--- config.mk ---
export PLATFORM = sky130hd
export DESIGN_NAME = canrx_fifo
export DESIGN_NICKNAME = d
export VERILOG_FILES = /design/src/rtl/canrx_fifo_pkg.sv /design/src/rtl/canrx_fifo_ctrl.sv /design/src/rtl/canrx_fifo_dp.sv /design/src/rtl/canrx_fifo.sv
export SDC_FILE = /design/constraint.sdc
export NUM_CORES = 1
export LEC_CHECK = 0
export BUFFER_PORTS_ARGS = -buffer_cell sky130_fd_sc_hd__clkbuf_2
export CORE_ASPECT_RATIO = 0.5
export CORE_MARGIN = 2
export CORE_UTILIZATION = 55
export CTS_BUF_LIST = sky130_fd_sc_hd__clkbuf_4
export CTS_CLUSTER_SIZE = 8
export DETAILED_ROUTE_END_ITERATION = 10
export HOLD_SLACK_MARGIN = 0.08
export PLACE_DENSITY = 0.71
export SETUP_SLACK_MARGIN = 0.2
export SYNTH_ARGS = -nofsm -noshare
export SYNTH_HDL_FRONTEND = slang
export SYNTH_SLANG_ARGS = --single-unit
--- constraint.sdc ---
create_clock -name clk -period 14.95 [get_ports clk]
set_clock_uncertainty 0.15 [all_clocks]
set_input_delay 0 -clock clk [delete_from_list [all_inputs] [get_ports clk]]
set_output_delay 0 -clock clk [all_outputs]
set_load 0.1 [all_outputs]
--- src/rtl/canrx_fifo_pkg.sv ---
package canrx_fifo_pkg;

  // frame length and offset widths (longest frame is 13 bytes)
  localparam int LW   = 5;
  localparam int OFFW = 4;

  typedef struct packed {
    logic wrEn;    // store wrData at write position + offset
    logic commit;  // received frame complete
    logic relGo;   // host release (reset mode already excluded)
    logic rewind;  // reset mode: flush and rewind to start
    logic setOvr;  // received frame rejected for lack of space
    logic clrOvr;  // host clears overrun
  } strobe_t;

  function automatic logic [LW-1:0] descLen(input logic ext, input logic [3:0] dlc);
    logic [3:0] capped;
    capped = (dlc > 4'd8) ? 4'd8 : dlc;
    return (ext ? LW'(5) : LW'(3)) + LW'(capped);
  endfunction

endpackage

--- src/rtl/canrx_fifo_ctrl.sv ---
module canrx_fifo_ctrl
  import canrx_fifo_pkg::*;
#(
  parameter int CW = 7
) (
  input  logic            clk,
  input  logic            rstN,
  input  logic            resetMode,
  input  logic            wrValid,
  input  logic            wrFirst,
  input  logic            wrTx,
  input  logic [7:0]      wrData,
  input  logic            relCmd,
  input  logic            clrOvr,
  input  logic [CW-1:0]   freeBytes,
  output strobe_t         stb,
  output logic [OFFW-1:0] wrOff,
  output logic [LW-1:0]   frmLen
);

  typedef enum logic [1:0] {S_IDLE, S_FILL, S_DROP} state_t;

  state_t        state;
  logic [LW-1:0] idx;
  logic [LW-1:0] lenQ;
  logic          txQ;
  logic [LW-1:0] newLen;
  logic          fits;
  logic          lastByte;

  assign newLen   = descLen(wrData[7], wrData[3:0]);
  assign fits     = CW'(newLen) <= freeBytes;
  assign lastByte = (idx == lenQ - LW'(1));
  assign frmLen   = lenQ;

  always_comb begin
    stb        = '0;
    wrOff      = idx[OFFW-1:0];
    stb.rewind = resetMode;
    stb.relGo  = relCmd && !resetMode;
    stb.clrOvr = clrOvr;
    if (!resetMode && wrValid) begin
      if (wrFirst) begin
        wrOff = '0;
        if (fits)       stb.wrEn   = 1'b1;
        else if (!wrTx) stb.setOvr = 1'b1;
      end else if (state == S_FILL) begin
        stb.wrEn = 1'b1;
        if (lastByte && !txQ) stb.commit = 1'b1;
      end
    end
  end

  always_ff @(posedge clk or negedge rstN) begin
    if (!rstN) begin
      state <= S_IDLE;
      idx   <= '0;
      lenQ  <= '0;
      txQ   <= 1'b0;
    end else if (resetMode) begin
      state <= S_IDLE;
    end else if (wrValid) begin
      if (wrFirst) begin
        state <= fits ? S_FILL : S_DROP;
        idx   <= LW'(1);
        lenQ  <= newLen;
        txQ   <= wrTx;
      end else if (state == S_FILL) begin
        idx <= idx + LW'(1);
        if (lastByte) state <= S_IDLE;
      end
    end
  end

endmodule

--- src/rtl/canrx_fifo_dp.sv ---
module canrx_fifo_dp
  import canrx_fifo_pkg::*;
#(
  parameter int DEPTH = 64,
  parameter int AW    = 6,
  parameter int CW    = 7
) (
  input  logic            clk,
  input  logic            rstN,
  input  strobe_t         stb,
  input  logic [OFFW-1:0] wrOff,
  input  logic [LW-1:0]   frmLen,
  input  logic [7:0]      wrData,
  input  logic [OFFW-1:0] rdOff,
  output logic [7:0]      rdData,
  output logic [AW-1:0]   startAddr,
  output logic [CW-1:0]   freeBytes,
  output logic [CW-1:0]   msgCount,
  output logic            overrun,
  output logic            holding
);

  logic [7:0]    mem [DEPTH];
  logic [AW-1:0] rdPtr;
  logic [AW-1:0] wrPtr;
  logic [CW-1:0] used;
  logic [CW-1:0] cnt;
  logic [CW-1:0] cntNext;
  logic [LW-1:0] headLen;
  logic          relOk;
  logic          ovrQ;
  logic          holdQ;
  logic [7:0]    headDesc;

  assign headDesc  = mem[rdPtr];
  assign headLen   = descLen(headDesc[7], headDesc[3:0]);
  assign relOk     = stb.relGo && (cnt != '0);
  assign rdData    = mem[rdPtr + AW'(rdOff)];
  assign freeBytes = CW'(DEPTH) - used;
  assign startAddr = rdPtr;
  assign msgCount  = cnt;
  assign overrun   = ovrQ;
  assign holding   = holdQ;

  always_comb begin
    if (stb.rewind) cntNext = '0;
    else            cntNext = cnt + CW'(stb.commit) - CW'(relOk);
  end

  // frame RAM: no reset, contents survive pointer rewinds
  always_ff @(posedge clk) begin
    if (stb.wrEn) mem[wrPtr + AW'(wrOff)] <= wrData;
  end

  always_ff @(posedge clk or negedge rstN) begin
    if (!rstN) begin
      rdPtr <= '0;
      wrPtr <= '0;
      used  <= '0;
      cnt   <= '0;
      ovrQ  <= 1'b0;
      holdQ <= 1'b0;
    end else begin
      cnt   <= cntNext;
      holdQ <= (cntNext != '0);
      if (stb.rewind) begin
        wrPtr <= rdPtr;
        used  <= '0;
        ovrQ  <= 1'b0;
      end else begin
        if (relOk)      rdPtr <= rdPtr + AW'(headLen);
        if (stb.commit) wrPtr <= wrPtr + AW'(frmLen);
        used <= used + (stb.commit ? CW'(frmLen) : '0) - (relOk ? CW'(headLen) : '0);
        if (stb.setOvr)      ovrQ <= 1'b1;
        else if (stb.clrOvr) ovrQ <= 1'b0;
      end
    end
  end

endmodule

--- src/rtl/canrx_fifo.sv ---
module canrx_fifo
  import canrx_fifo_pkg::*;
#(
  parameter int DEPTH = 64,
  localparam int AW   = $clog2(DEPTH),
  localparam int CW   = AW + 1
) (
  input  logic          clk,
  input  logic          rstN,
  input  logic          resetMode,
  input  logic          wrValid,
  input  logic          wrFirst,
  input  logic          wrTx,
  input  logic [7:0]    wrData,
  input  logic          relCmd,
  input  logic          clrOvr,
  input  logic [3:0]    rbAddr,
  output logic [7:0]    rbData,
  output logic          rbFull,
  output logic          rxIrq,
  output logic [CW-1:0] msgCount,
  output logic          overrun,
  output logic [AW-1:0] startAddr
);

  strobe_t         stb;
  logic [OFFW-1:0] wrOff;
  logic [LW-1:0]   frmLen;
  logic [CW-1:0]   freeBytes;
  logic            holding;

  canrx_fifo_ctrl #(.CW(CW)) u_ctrl (
    .clk(clk), .rstN(rstN), .resetMode(resetMode),
    .wrValid(wrValid), .wrFirst(wrFirst), .wrTx(wrTx), .wrData(wrData),
    .relCmd(relCmd), .clrOvr(clrOvr), .freeBytes(freeBytes),
    .stb(stb), .wrOff(wrOff), .frmLen(frmLen)
  );

  canrx_fifo_dp #(.DEPTH(DEPTH), .AW(AW), .CW(CW)) u_dp (
    .clk(clk), .rstN(rstN), .stb(stb), .wrOff(wrOff), .frmLen(frmLen),
    .wrData(wrData), .rdOff(rbAddr), .rdData(rbData), .startAddr(startAddr),
    .freeBytes(freeBytes), .msgCount(msgCount), .overrun(overrun),
    .holding(holding)
  );

  assign rbFull = holding;
  assign rxIrq  = holding;

endmodule

==> impl_metrics.csv <==
group,metric,value,unit
outcome,outcome,"finished clean",
pwr,pwr-share-comb,52.0,%
route,drt-initial-drc-count,1771,
synthesis,synth-adder-area-share,3.16,%
pwr,power_switching,0.00264,W
flow_run,cap_violations,0,
finish,multi_input_area,0.00890,sq mm
synthesis,synth-simple-area-share,3.91,%
clock_network,numCtsBuffers,120,
pwr,p_per_area,220,mW/mm^2
clock_network,numClockSinks,553,
setup_path,crit_fanout,60,
global_route,grt_max_degree,71,
synthesis,synth-xor-area-share,1.49,%
route,post_drt_wl_per_cell,28.9,microns
setup_path,cp.required,14.80,ns
synthesis,synthArstFlopShare,7.41,%
sta,finalCriticalPeriod,6.83,ns
synthesis,synth_edf_count,512,
synthesis,yosys_most_used_dff,"edfxtp_1",
setup_path,cp_data_arrival_time,6.68,ns
setup_path,crit_chain,"ha_4 > fa_4 > buf_4 > buf_4 > mux4_2 > mux4_2 > a211oi_1 > a21oi_1 > clkbuf_2",
pwr,power_frac_clock,18.7,%
die,die_area,0.0487,sq mm
pwr,pwr-share-seq,29.4,%
sta,relSlewSlack,19.4,%
die,rows,56,
clock_network,clock_latency,0.87,ns
die,initial_utilization,55.4,%
sta,timing.setup.tns,0,ns
sta,hold_viol_final,0,
setup_path,cp_slowest_cell,"fa_4",
placement,dpl.cell_count,2015,
pwr,p_int,0.00363,W
clock_network,cts.clk_slew.worst_paths,0.08,ns
synthesis,synth-warning-count,0,
placement,dp_hpwl,40.0,mm
sta,setup_viol,0,
synthesis,ys_seq_elements,553,
route,first_pass_iters,6,
min_path,hp-class,"input port to flip-flop",
route,ant_nets,0,
global_route,grt_pass1_vias,14800,
min_path,hp-start,"resetMode",
placement,io_buffers,43,
finish,layout_commonest_cell,"edfxtp_1",
synthesis,avgSynthCellArea,18.6,sq um
setup_path,reg2reg_from,"u_dp.startAddr[0]",
synthesis,ys_seq_area_share,63.6,%
setup_path,critPathTopFamily,"buffers and inverters",
die,die-height,157,microns
sta,tightest_slew,1.20,ns
global_route,grtUsageTotal,27.5,%
finish,drive_gt1_share,32.5,%
route,vias,14600,
route,routed-wl-met3,7.75,mm
synthesis,synth_cells,1383,
sta,slew_viol_final,0,
synthesis,synth_nets,1461,
sta,rsz0062_at_grt,"no",
setup_path,worst_path_largest_cell_delay,0.99,ns
synthesis,ys_types,51,
finish,fillers,3327,
synthesis,synth-compound-area-share,2.75,%
sta,finalCritPeriodShare,45.7,%
clock_network,cts_max_level,3,
setup_path,worst_setup_path_end_kind,"output port",
finish,final_cell_mix,"edfxtp_1, mux4_2, clkbuf_4, nor2_1, inv_1",
finish,seqCellArea,0.0164,sq mm
route,drt-vias-per-instance,6.43,
finish,final_cells,2262,
clock_network,clock-root-buffer,"clkbuf_4",
route,top_layer_used,"met5",
setup_path,crit_buf_inv,3,
setup_path,startpoint,"u_dp.startAddr[0]",
global_route,overflow,0,
die,ios,44,
synthesis,netlist_area,0.0258,sq mm
setup_path,startpoint_type,"flip-flop",
route,wl_met2,30.1,mm
pwr,peakVddDrop,429,uV
clock_network,clk_path_buf_depth,3,
setup_path,criticalPathCategory,"flip-flop to output port",
global_route,antenna_found_initial,5,
clock_network,cts_resized,0,
clock_network,tritoncts,"built",
synthesis,synth_top_family_by_area,"multiplexers",
route,totalWireLength,65.3,mm
route,wl_met1,25.4,mm
finish,nNetsFinal,1605,
pwr,p_leak,9.59,nW
route,drc,0,
synthesis,synthMuxAreaShare,23.0,%
die,core,0.0465,sq mm
die,die_x,310,microns
finish,syn_to_final_growth,10.6,%
global_route,grt_pass1_wl,95.4,mm
sta,fmax,0.146,GHz
placement,gp_congestion,0.861,
pwr,swShare,42.1,%
-- metal layers --
| metal | track usage [%] | vias up |
|---|---|---|
| met3 | 9.90 | 133 |
| met2 | 41.2 | 898 |
| met4 | 9.39 | 4 |
| met5 | 0.607 | - |
| li1 | - | 6021 |
| met1 | 37.9 | 7499 |
-- synth_stat cells, drive strengths merged, types with 27 or more instances --
library cell  instances  area [sq um]
nor2b                27           169
ha                   46           576
clkbuf               33           124
inv                  54           203
a21oi                33           165
xnor2                29           254
mux4                254          5720
dfrtp                41          1030
edfxtp              512         15400
nor2                 95           357
nand2                44           165
buf                  37           194
-- path summary, 6_finish.rpt --
path / endpoint / slack (ns) / cells after the start
max: rbData[6] / 8.12 / 9
max reg2reg: u_dp.used[6] / 8.21 / 17
min: u_dp.used[4] / 0.12 / 3
max in group asynchronous: u_dp.startAddr[1] / 14.05 / 4
min reg2reg: u_ctrl.state[1] / 0.36 / 1
min in group asynchronous: u_dp.overrun / 0.15 / 4
-- cell families (layout without fill, tap and decap cells) --
logic type	count (synthesis)	count (layout)
AND/OR/NAND/NOR	219	219
flip-flops	553	553
buffers and inverters	125	363
XOR/XNOR	44	44
other	0	3
multiplexers	275	275
AO/OA/AOI/OAI	109	109
adder cells (fa/ha/maj)	58	58
-- worst reg2reg max path, stage by stage (launching register included) --
cell and delay, ns:
dfrtp_4 1.07, buf_4 0.84, mux4_2 0.63, mux4_2 0.54
mux4_2 0.50, and2_1 0.22, fa_1 0.45, xor2_1 0.28
nor2b_1 0.21, fa_1 0.44, inv_1 0.07, ha_1 0.26
a21o_1 0.19, a21oi_1 0.22, o21bai_1 0.09, a21oi_1 0.21
xnor2_1 0.14, nor2_1 0.05
-- power by group through the flow --
stage	Combinational [W]	Clock [W]	Sequential (W)
after floorplan	0.00234	0	0.00193
after global placement	0.00317	0	0.00188
after detailed placement	0.00322	0	0.00188
after CTS	0.00324	0.00118	0.00184
after global routing	0.00343	0.00126	0.00185
final	0.00326	0.00117	0.00184
-- flip-flops by register name, indices dropped and copies added, names as in the netlist --
name,count
u_ctrl.state,2
u_ctrl.idx,5
u_dp.msgCount,7
u_dp.wrPtr,6
u_dp.mem,512
u_dp.startAddr,6
u_ctrl.txQ,1
u_dp.overrun,1
u_ctrl.frmLen,5
u_dp.holding,1
u_dp.used,7
-- area by class of cell --
class / instances / area share (%)
Tap cell: 638 / 2.80
Antenna cell: 3 / 0.0263
Clock buffer: 180 / 4.74
Timing Repair Buffer: 92 / 2.29
Multi-Input combinational cell: 705 / 31.2
Sequential cell: 553 / 57.5
Inverter: 55 / 0.724
Clock inverter: 36 / 0.676
-- stage by stage --
step	setup WS (ns)	util [%]	area (sq um)	total power, W	hold slack (ns)
finish	8.12	61.3	28500	0.00627	0.116
global route	7.74	61.3	28500	0.00655	0.158
CTS	8.06	61.3	28500	0.00627	0.0826
detailed placement	8.22	57.4	26700	0.00509	-0.0398
global placement	8.37	57.4	26700	0.00505	-0.0533
floorplan	9.33	-	25800	0.00427	-0.446
-- what timing repair did --
item                                   in CTS  in global routing
hold buffers                               28                  0
buffers inserted                            0                  0
endpoints found under the hold margin     594                  0
Note: power is estimated with default switching activity, not from simulation.
